<file path="src/rtl/res_byte_port_pkg.sv">
`timescale 1ns/1ps
package res_byte_port_pkg;
  parameter int unsigned RES_W_DEF = 12;
  parameter int unsigned BUS_W_DEF = 8;

  typedef enum logic {
    LANE_LO = 1'b0,
    LANE_HI = 1'b1
  } lane_e;
endpackage

</file>
<file path="src/rtl/rbp_strobe_sync.sv">
`timescale 1ns/1ps
module rbp_strobe_sync #(
  parameter int unsigned BUS_W = 8
) (
  input  logic             clk_i,
  input  logic             rst_ni,
  input  logic             cs_ni,
  input  logic             rd_ni,
  input  logic             wr_ni,
  input  logic [BUS_W-1:0] data_i,
  output logic             rd_end_o,
  output logic             wr_end_o,
  output logic [BUS_W-1:0] wr_byte_o
);
  logic             cs_q, rd_q, wr_q;
  logic [BUS_W-1:0] d_q;

  always_ff @(posedge clk_i or negedge rst_ni) begin
    if (!rst_ni) begin
      cs_q <= 1'b1;
      rd_q <= 1'b1;
      wr_q <= 1'b1;
      d_q  <= '0;
    end else begin
      cs_q <= cs_ni;
      rd_q <= rd_ni;
      wr_q <= wr_ni;
      d_q  <= data_i;
    end
  end

  // cycle end = strobe was low under chip select, now released
  assign rd_end_o  = !cs_q && !rd_q && rd_ni;
  assign wr_end_o  = !cs_q && !wr_q && wr_ni;
  assign wr_byte_o = d_q;


  rd_end_single_chk: assert property (@(posedge clk_i) disable iff (!rst_ni)
    rd_end_o |=> !rd_end_o);
endmodule

</file>
<file path="src/rtl/rbp_result_store.sv">
`timescale 1ns/1ps
module rbp_result_store #(
  parameter int unsigned RES_W = 12
) (
  input  logic             clk_i,
  input  logic             rst_ni,
  input  logic             load_i,
  input  logic [RES_W-1:0] code_i,
  input  logic             bip_i,
  input  logic             hold_i,
  input  logic             rd_end_i,
  output logic [RES_W-1:0] code_o,
  output logic             bip_o,
  output logic             rd_done_o
);
  logic [RES_W-1:0] vis_code_q, shd_code_q, src_code;
  logic             vis_bip_q, shd_bip_q, shd_vld_q, src_bip;
  logic             avail_q, done_q, commit;

  assign commit   = !hold_i && (load_i || shd_vld_q);
  assign src_code = load_i ? code_i : shd_code_q;
  assign src_bip  = load_i ? bip_i  : shd_bip_q;

  always_ff @(posedge clk_i or negedge rst_ni) begin
    if (!rst_ni) begin
      vis_code_q <= '0;
      vis_bip_q  <= 1'b0;
      shd_code_q <= '0;
      shd_bip_q  <= 1'b0;
      shd_vld_q  <= 1'b0;
      avail_q    <= 1'b0;
      done_q     <= 1'b0;
    end else begin
      if (load_i && hold_i) begin
        shd_code_q <= code_i;
        shd_bip_q  <= bip_i;
        shd_vld_q  <= 1'b1;
      end else if (commit) begin
        shd_vld_q  <= 1'b0;
      end
      if (commit) begin
        vis_code_q <= src_code;
        vis_bip_q  <= src_bip;
      end
      done_q <= rd_end_i && avail_q;
      if (commit)        avail_q <= 1'b1;
      else if (rd_end_i) avail_q <= 1'b0;
    end
  end

  assign code_o    = vis_code_q;
  assign bip_o     = vis_bip_q;
  assign rd_done_o = done_q;


  hold_freeze_chk: assert property (@(posedge clk_i) disable iff (!rst_ni)
    $past(hold_i) |-> ($stable(vis_code_q) && $stable(vis_bip_q)));

  done_pulse_chk: assert property (@(posedge clk_i) disable iff (!rst_ni)
    rd_done_o |=> !rd_done_o);

  done_needs_result_chk: assert property (@(posedge clk_i) disable iff (!rst_ni)
    rd_done_o |-> $past(avail_q));
endmodule

</file>
<file path="src/rtl/rbp_byte_mux.sv">
`timescale 1ns/1ps
module rbp_byte_mux
  import res_byte_port_pkg::*;
#(
  parameter int unsigned RES_W = 12,
  parameter int unsigned BUS_W = 8
) (
  input  logic [RES_W-1:0] code_i,
  input  logic             bip_i,
  input  logic             sel_i,
  output logic [BUS_W-1:0] byte_o
);
  localparam int unsigned HI_W = RES_W - BUS_W;

  logic [BUS_W-1:0] lo_byte, hi_byte;
  logic             fill;

  assign lo_byte = code_i[BUS_W-1:0];
  assign fill    = bip_i & code_i[RES_W-1];

  for (genvar i = 0; i < BUS_W; i++) begin : g_hi
    if (i < HI_W) begin : g_bit
      assign hi_byte[i] = code_i[BUS_W+i];
    end else begin : g_ext
      assign hi_byte[i] = fill;
    end
  end

  assign byte_o = (lane_e'(sel_i) == LANE_HI) ? hi_byte : lo_byte;
endmodule

</file>
<file path="src/rtl/res_byte_port.sv">
`timescale 1ns/1ps
module res_byte_port
  import res_byte_port_pkg::*;
#(
  parameter int unsigned RES_W = RES_W_DEF,
  parameter int unsigned BUS_W = BUS_W_DEF
) (
  input  logic             clk_i,
  input  logic             rst_ni,
  input  logic [RES_W-1:0] result_i,
  input  logic             result_valid_i,
  input  logic             bipolar_i,
  input  logic             cs_ni,
  input  logic             rd_ni,
  input  logic             wr_ni,
  input  logic             byte_sel_i,
  input  logic [BUS_W-1:0] data_i,
  output logic [BUS_W-1:0] data_o,
  output logic             data_oe_o,
  output logic [BUS_W-1:0] ctrl_o,
  output logic             ctrl_we_o,
  output logic             rd_done_o
);
  logic             rd_end, wr_end, rd_active;
  logic [BUS_W-1:0] wr_byte, ctrl_q;
  logic             we_q, vis_bip;
  logic [RES_W-1:0] vis_code;

  assign rd_active = !cs_ni && !rd_ni;

  rbp_strobe_sync #(.BUS_W(BUS_W)) u_sync (
    .clk_i    (clk_i),
    .rst_ni   (rst_ni),
    .cs_ni    (cs_ni),
    .rd_ni    (rd_ni),
    .wr_ni    (wr_ni),
    .data_i   (data_i),
    .rd_end_o (rd_end),
    .wr_end_o (wr_end),
    .wr_byte_o(wr_byte)
  );

  rbp_result_store #(.RES_W(RES_W)) u_store (
    .clk_i    (clk_i),
    .rst_ni   (rst_ni),
    .load_i   (result_valid_i),
    .code_i   (result_i),
    .bip_i    (bipolar_i),
    .hold_i   (rd_active),
    .rd_end_i (rd_end),
    .code_o   (vis_code),
    .bip_o    (vis_bip),
    .rd_done_o(rd_done_o)
  );

  rbp_byte_mux #(.RES_W(RES_W), .BUS_W(BUS_W)) u_mux (
    .code_i(vis_code),
    .bip_i (vis_bip),
    .sel_i (byte_sel_i),
    .byte_o(data_o)
  );

  always_ff @(posedge clk_i or negedge rst_ni) begin
    if (!rst_ni) begin
      ctrl_q <= '0;
      we_q   <= 1'b0;
    end else begin
      we_q <= wr_end;
      if (wr_end) ctrl_q <= wr_byte;
    end
  end

  assign data_oe_o = rd_active;
  assign ctrl_o    = ctrl_q;
  assign ctrl_we_o = we_q;


  no_drive_deselected_chk: assert property (@(posedge clk_i) disable iff (!rst_ni)
    cs_ni |-> !data_oe_o);

  no_drive_in_write_chk: assert property (@(posedge clk_i) disable iff (!rst_ni)
    (!wr_ni && rd_ni) |-> !data_oe_o);

  ctrl_we_pulse_chk: assert property (@(posedge clk_i) disable iff (!rst_ni)
    ctrl_we_o |=> !ctrl_we_o);

  ctrl_only_on_we_chk: assert property (@(posedge clk_i) disable iff (!rst_ni)
    !$stable(ctrl_q) |-> ctrl_we_o);

  sign_fill_chk: assert property (@(posedge clk_i) disable iff (!rst_ni)
    byte_sel_i |-> (data_o[BUS_W-1] == (vis_bip & vis_code[RES_W-1])));
endmodule

</file>
<file path="config.mk">
export PLATFORM = sky130hd
export DESIGN_NAME = res_byte_port
export DESIGN_NICKNAME = d
export VERILOG_FILES = /design/src/rtl/res_byte_port_pkg.sv /design/src/rtl/rbp_strobe_sync.sv /design/src/rtl/rbp_result_store.sv /design/src/rtl/rbp_byte_mux.sv /design/src/rtl/res_byte_port.sv
export SDC_FILE = /design/constraint.sdc
export NUM_CORES = 1
export LEC_CHECK = 0
export ABC_AREA = 1
export BUFFER_PORTS_ARGS = -buffer_cell sky130_fd_sc_hd__buf_4
export CAP_MARGIN = 20
export CORE_AREA = 2 2 65 67
export CTS_BUF_LIST = sky130_fd_sc_hd__clkbuf_8
export DETAILED_ROUTE_END_ITERATION = 6
export DIE_AREA = 0 0 67 69
export PLACE_DENSITY_LB_ADDON = 0.12
export RECOVER_POWER = 100
export SETUP_SLACK_MARGIN = 0.1
export SLEW_MARGIN = 10
export SYNTH_ARGS = -nofsm -noshare
export SYNTH_HDL_FRONTEND = slang
export SYNTH_SLANG_ARGS = --single-unit
</file>
<file path="constraint.sdc">
create_clock -name clk_i -period 2.3 [get_ports clk_i]
set_input_delay 0.23 -clock clk_i [delete_from_list [all_inputs] [get_ports clk_i]]
set_output_delay 0.23 -clock clk_i [all_outputs]
set_load 0.05 [all_outputs]
</file>
==> summary by stage, run 1 <==
Status
The flow ran to the end, and the final reports show no timing, DRC or antenna violations.

Floorplan
The overall die area is around 4600 um2. Row generation in the floorplan step produced 23 rows. The y dimension of the die is 69 um. The total core area is about 3900 um2. The die is between 60 and 70 um wide. The initial utilization of the core area, before any placement, comes to about 53%. The top-level I/O count is 47.

Layout
Once layout is done, the placed cells without fillers occupy 2390 um2. The most frequent standard cell in the layout excluding fill and tap cells is nand2_1. The final-stage net count is 314.

The repair_antennas step left the layout with diodes totalling 0. The area of the multi-input gates is approximately 700 um2. The area growth from synthesis to layout is 15.3%. After filler insertion, the fill cell instance count of the layout stands at 408. The fraction of layout cells with a size suffix above 1 is 12.2%. The total area of sequential cells is 1230 um2. The library cells used most frequently in the layout, excluding fill and tap cells, are 132 x nand2_1, 46 x dfrtp_1, 22 x nand3_1, 22 x clkbuf_1.

Clock network
The clock insertion delay at the later pin of the skew report is slightly below 0.3 ns. The tree is rooted in a clkbuf_8. The H-tree generated during clock tree synthesis spans 2 levels. The clock tree buffer depth is 2.

TritonCTS built the clock tree. Counting the buffers created by CTS gives 5. CTS saw 49 sinks. Once the clock tree was built, the setup fixing pass inserted 0 buffers. Clock-pin slew was measured on the worst setup and hold paths at 0.08 ns.

Setup path
The required time reported for the critical path endpoint is approximately 2.1 ns. The highest cell delay on the worst timing path is 0.48 ns. The nature of the critical path endpoint is an output port. Across all register-to-register paths, the minimum setup slack is between 0.7 and 0.8 ns. The slowest cell on the critical path is clkbuf_1. The number of cells traversed by the worst register-to-register path is 4. The signal on the critical path passes through nand3_1, o21ai_0, clkbuf_1. The startpoint of the worst setup timing path is u_store.code_o[11].

The type of the worst setup path is flop to output port. The worst endpoint data arrival time is 1.39 ns. The kind of launch point of the worst setup path is a flop.

The worst reg2reg path endpoint is ctrl_o[2]. The worst register-to-register path begins at u_sync.cs_q. The maximum fanout count along the critical path is 4.

Logic synthesis
The number of unique standard cell types used by synthesis is 16. The mean instance size in the synthesized netlist is 8.55 um2. The post-synthesis share of cell area spent on and, or, nand and nor gates is between 30 and 40%. The cell count after synthesis came out at 242. Sequential cells were found to cover between 50% and 60% of the synthesized design area. The compound-gate portion of the synthesized area is 1.93%. After synthesis, the largest family of logic cells by area is simple AND/OR/NAND/NOR gates. The cell area after synthesis is 2070 um2. The register bit count reported by yosys is 49. The number of nets handed over by synthesis was 270.

The total of warnings raised by yosys is 0. Of the total synthesized cell area, the portion taken by full adders, half adders and majority gates is 0%. The synthesized netlist devotes 0% of its cell area to XOR and XNOR gates. The share of synthesized area spent on multiplexers is 0%.

Power and ir drop
For this design the ratio of total power to cell area is 806 nW/um2. The share of total power in the clock network is 24.2%. Sequential cells account for 53.2% of the total power. The internal power contribution is 1290 uW. Summed over all cells, the static leakage comes to 0.00131 uW. VDD sags by at most 510 uV.

The net switching power of the design is 637 uW. Combinational logic burns 22.6% of the power. The switching power share of the total is roughly a third.

Global routing
The via count of the first global-routing pass is 1,536. After global routing the overflow that remains totals 0. The initial antenna violation count is 0.

The first-pass GRT wire length is 6580 um. Entering global routing, the biggest net connects 50 pins. The total routing usage reported by global routing is 18.5%.

Placement
Detailed placement finished with a half-perimeter wire length of 2540 um. After detailed placement, the total cell area comes to about 2400 um2. The final estimated routing congestion in global placement is 0.766. The number of input and output port buffers inserted is 46.

STA
The final count of negative-setup-slack endpoints is 0. Setup repair after global routing left no endpoint under its margin. The final count of pins violating max slew is 0.

Dividing the final minimum period by the clock period gives 70.2%. The worst max-slew margin expressed relative to the limit is approximately 23%. The slew at the pin closest to its max-slew limit is ~1.2 ns. On the final layout, the worst clock skew is 0.00407 ns.

The total count of hold-check failures in the final report is 0. The maximum clock frequency is 619 MHz. Summed over all failing endpoints, the final setup total negative slack is 0 ns. The tightest hold path in the finished design has a slack of 0.0575 ns. The post-route minimum period is roughly 1.6 ns.

Routing
The first routing iteration left 58 violations. The count of TritonRoute iterations in the first routing pass is 4. After detailed routing, the number of remaining DRC violations is 0.

After detailed routing, the total wire length is 3650 um. Summing over every cut layer, the via total after detailed routing is 1,564. In this run the remaining antenna-violating nets after routing total 0.

Using the TritonRoute via totals, the vias-per-cell ratio works out to 4.64. The wire length per cell after detailed routing is 10.8 um.

Min path
The worst hold path belongs to the class input port to flop. Along the worst hold path, the cell count comes to 1. The worst hold path startpoint is data_i[4]. The terminating pin of the worst hold path is u_sync.wr_byte_o[4].

Job
The number of max-capacitance violations reported is 0.
## logic make-up after synthesis
family,count (synthesis)
AND/OR/NAND/NOR,161
AO/OA/AOI/OAI,8
flip-flops,49
buffers and inverters,24
## state kept, by name (all words and copies together) (netlist names), 8 cells and up
name / cells
ctrl_o: 8
u_store.code_o: 12
u_store.shd_code_q: 12
u_sync.wr_byte_o: 8
## how the worst max path moves through the flow
stage	endpoint	slack [ns]
finish	data_o[6]	0.68
global route	data_o[6]	0.51
CTS	data_o[7]	0.92
detailed placement	u_store.code_o[7]	0.93
global placement	u_store.code_o[0]	0.97
floorplan	data_o[0]	0.56
## through the flow
stage	worst slack (ns)	cells	utilization (%)	power, uW
finish	0.685	337	61.0	1920
global route	0.515	337	61.0	2050
CTS	0.922	337	63.7	2000
floorplan	0.557	242	-	1370
global placement	0.968	328	61.3	1520
detailed placement	0.929	328	61.3	1530
## power groups by stage
stage	combinational [uW]	sequential, uW	clock, uW
finish	434	1020	465
global route	483	1040	523
CTS	487	1030	485
detailed placement	485	1040	0
global placement	478	1040	0
floorplan	249	1120	0
## timing repair
action / 4_1_cts / 5_1_grt
endpoints found under the hold margin: 46 / 0
resized for setup: 0 / 0
hold buffers: 1 / 0
## cells in the mapped netlist, drive strengths merged
library cell,count,area (um2)
nor2,7,51.3
nand2,132,508
dfstp,3,78.8
buf,8,70.1
nand3,22,110
o21ai,8,40.0
dfrtp,46,1150
inv,14,52.6
clkbuf,2,7.51
## cell type report
cell class | count | area share [%]
Tap cell | 50 | 2.62
Clock buffer | 5 | 2.88
Inverter | 14 | 2.20
Clock inverter | 3 | 0.629
Multi-Input combinational cell | 169 | 28.8
Timing Repair Buffer | 47 | 11.3
Sequential cell | 49 | 51.5
## critical path, delay by kind of cell (launching register included)
| kind | cells | cell delay (ns) |
|---|---|---|
| compound gates | 1 | 0.10 |
| buf+inv | 1 | 0.48 |
| flops | 1 | 0.37 |
| simple gates | 1 | 0.13 |
## metal layers
metal  wire, um  share of wire [%]  GRT usage (%)
met5          0                  0              0
met4         57                1.6           7.26
met3        259                7.1           6.36
met2       1540                 42           27.4
met1       1790                 49           24.8
No activity file was read; power rests on OpenSTA's default activity.
==> inputs of run 2 (changes only) <==
ABC_AREA = 0   (was 1)
CORE_AREA = 2 2 64 66   (was 2 2 65 67)
DIE_AREA = 0 0 66 68   (was 0 0 67 69)
clock period = 1.5 ns   (was 2.3 ns; I/O delays follow)
==> run 2 against run 1 <==
Compared with the run above:
- worst hold slack gained 0.036 ns
- global-route usage shrank 1.2 points
- design area grew 4.5%
- total power grew 71%
- synthesized area shrank 3.5%
- cell count shrank 29%
- critical path type unchanged
- critical endpoint is now data_o[3]
==> summary by stage, run 2 <==
Placement
After detailed placement, the total cell area comes to 2380 um2. The final estimated routing congestion in global placement is 0.757. The count of buffers added on input and output ports is 46. The post-detailed-placement half-perimeter wirelength is 2540 um.

Routing
The via density per instance is 4.80. The number of routed nets with antenna violations is 0. The wire length per cell after detailed routing is about 15 um. The DRC violation count after routing is 0.

Summing over every cut layer, the via total after detailed routing is 1,143. For this block, the routed nets add up to 3480 um of wire. The count of TritonRoute iterations in the first routing pass is 3. After the first detailed-routing iteration, the DRC count stood at 45.

Logic synthesis
After synthesis, the largest area contributor takes up a little under 60% of total cell area. Counting every net in the synthesized netlist gives 152. The register bit count reported by yosys is roughly 50. Among all flip-flop cells after synthesis, the most frequent one is dfrtp_1.

Counting every instance in the synthesized netlist gives 124. Counting flops with an async set or reset pin after synthesis yields a share of 100%. The number of flops mapped to enable cells by yosys is 0. The total of warnings raised by yosys is 0. The number of unique standard cell types used by synthesis is 18. The library cell occupying the most area in the post-synthesis netlist is dfrtp_1.

The mean instance size in the synthesized netlist is 16.1 um2. dfrtp_1 is the most common cell in the netlist. In the post-synthesis netlist, the biggest area contributors are dfrtp_1 58%, mux2_2 19%, mux2_4 7.5%.

The share of the Yosys chip area taken by registers is 61.6%. After synthesis, the most frequently instantiated cells are 46 x dfrtp_1, 33 x mux2_2, 10 x mux2_4, 8 x mux2i_1, 5 x inv_1. The cell area after synthesis is 2000 um2.

Layout
The area of the multi-input gates is 669 um2. The final-stage net count is ~220. The area overhead of the layout relative to synthesis is 24.8%. The sequential cells in the finished layout cover a total of roughly 1200 um2. The final cell area excluding filler cells is 2490 um2. The fraction of layout cells with a size suffix above 1 is 45.7%.

The library cell used most frequently in the layout, excluding fill and tap cells, is dfrtp_1. The filler cells instantiated in the layout total 313. The library cells used most frequently in the layout, excluding fill and tap cells, are 46 x dfrtp_1, 33 x mux2_2, 19 x buf_4, 15 x clkbuf_1, 12 x dlygate4sd3_1.

The total inserted antenna cells is 0.

Power and ir drop
Dividing total power by cell area gives a power density of around 1300 nW/um2. VDD sags by at most 670 uV. The leakage power is 0.00114 uW.

Setup path
The maximum fanout count along the critical path is 3. The nature of the critical path endpoint is an output port. The kind of launch point of the worst setup path is a flop. The setup path with the least slack is of type flop to output port.

STA puts the critical path data required time at about 1.4 ns. The worst endpoint data arrival time is 1.21 ns.

STA
The worst-case clock skew is 0.0110 ns. The maximum clock frequency is 734 MHz. At the pin with the least slew margin, the transition time is approximately 0.6 ns.

Setup repair after global routing left no endpoint under its margin. The worst path uses 90.8% of the clock period. Setup violations remaining at the end of the flow were counted as 0. The post-route minimum period is 1.36 ns. Measured against its own limit, the worst slew margin works out to slightly below 60%. The total count of hold-check failures in the final report is 0. The final count of pins violating max slew is 0. After routing, the total negative slack on setup checks comes to 0 ns.

Global routing
The initial antenna violation count came to 0. The total routing usage reported by global routing is 17.3%. The first global-routing pass estimated around 5600 um of wire.

The via count of the first global-routing pass was 1,220. The pin count of the biggest net entering global routing is 50. After global routing the overflow that remains totals 0.

Clock network
The longest clock path from root to sink contains 2 buffers. The clock drives a little under 50 sinks. The number of levels in the clock H-tree is 2. After clock tree synthesis, the clock-pin slew on the worst setup and hold paths is 0.10 ns. Counting the buffers created by CTS gives 5. TritonCTS built the clock tree. The master cell of the clock root buffer is clkbuf_8. Once the clock tree was built, the setup fixing pass inserted 0 buffers. The later pin in the worst-skew pair is clocked with a latency of ~0.30 ns.

Floorplan
The overall die area is between 4000 and 5000 um2. The total core area is approximately 3900 um2. The number of standard-cell rows in the floorplan is 23. 47 I/O pins were placed.

The x dimension of the die is 66 um. The starting density of the core is 51.8%. The y dimension of the die is approximately 68 um.

Job
The number of max-capacitance violations reported is 0.

Status
The flow ran to the end, and the final reports show no timing, DRC or antenna violations.

Min path
The tightest min-delay check is of the input port to flop type.
[run 2: layout make-up]
class	count	share of cell area (%)
timing repair buffer	62	16.9
sequential	49	49.3
tap	50	2.51
clock buffer	5	2.76
multi-input combinational	64	26.9
inverter	5	0.753
clock inverter	3	0.853
[run 2: through the flow]
stage	std cells	util (%)	setup WS, ns	power (uW)	hold WS, ns
after floorplan	124	-	-0.0973	2320	-0.146
after global routing	238	64.6	0.0732	3460	0.0852
after detailed placement	218	61.7	0.209	2640	0.194
final	238	64.6	0.138	3290	0.0935
after global placement	218	61.7	0.259	2600	0.187
after CTS	238	67.2	0.173	3430	0.0858
[run 2: kinds of logic after synthesis]
logic type / after synthesis / synth area share [%]
multiplexers: 51 / 30.1
flip-flops: 49 / 61.6
buffers and inverters: 11 / 3.63
AO/OA/AOI/OAI: 7 / 2.26
AND/OR/NAND/NOR: 6 / 2.38
[run 2: per-layer routing]
layer / global-route usage [%] / routed length, um / vias to the layer above
li1: - / - / 554
met1: 20.6 / 1520 / 556
met2: 30.2 / 1770 / 28
met3: 3.95 / 152 / 5
met4: 7.65 / 46 / 0
met5: 0 / 0 / -
[run 2: repair_timing]
item | CTS | global route
endpoints found under the setup margin | 0 | 4
endpoints found under the hold margin | 57 | 0
gates resized for setup | 0 | 1
hold buffers | 12 | 0
[run 2: worst max-delay path: stages (launching register included)]
cell and delay [ns]:
dfrtp_1 0.40, mux2_2 0.28, clkbuf_2 0.24
[run 2: final timing paths]
kind	from	to	slack (ns)	cells past startpoint
worst max-delay path	u_store.code_o[11]	data_o[3]	0.14	2
worst min-delay path	result_i[7]	u_store.shd_code_q[7]	0.09	2
worst max register to register	u_store.shd_vld_q	u_store.code_o[1]	0.27	2
worst min register to register	u_store.shd_vld_q	u_store.shd_vld_q	0.48	1
max in group asynchronous	rst_ni	u_store.shd_code_q[11]	0.70	2
min in group asynchronous	rst_ni	u_store.rd_done_o	0.39	2
[run 2: power breakdown]
part | total [uW] | internal, uW | switching, uW
combinational | 897 | 341 | 556
sequential | 1630 | 1530 | 95.8
clock | 765 | 331 | 434
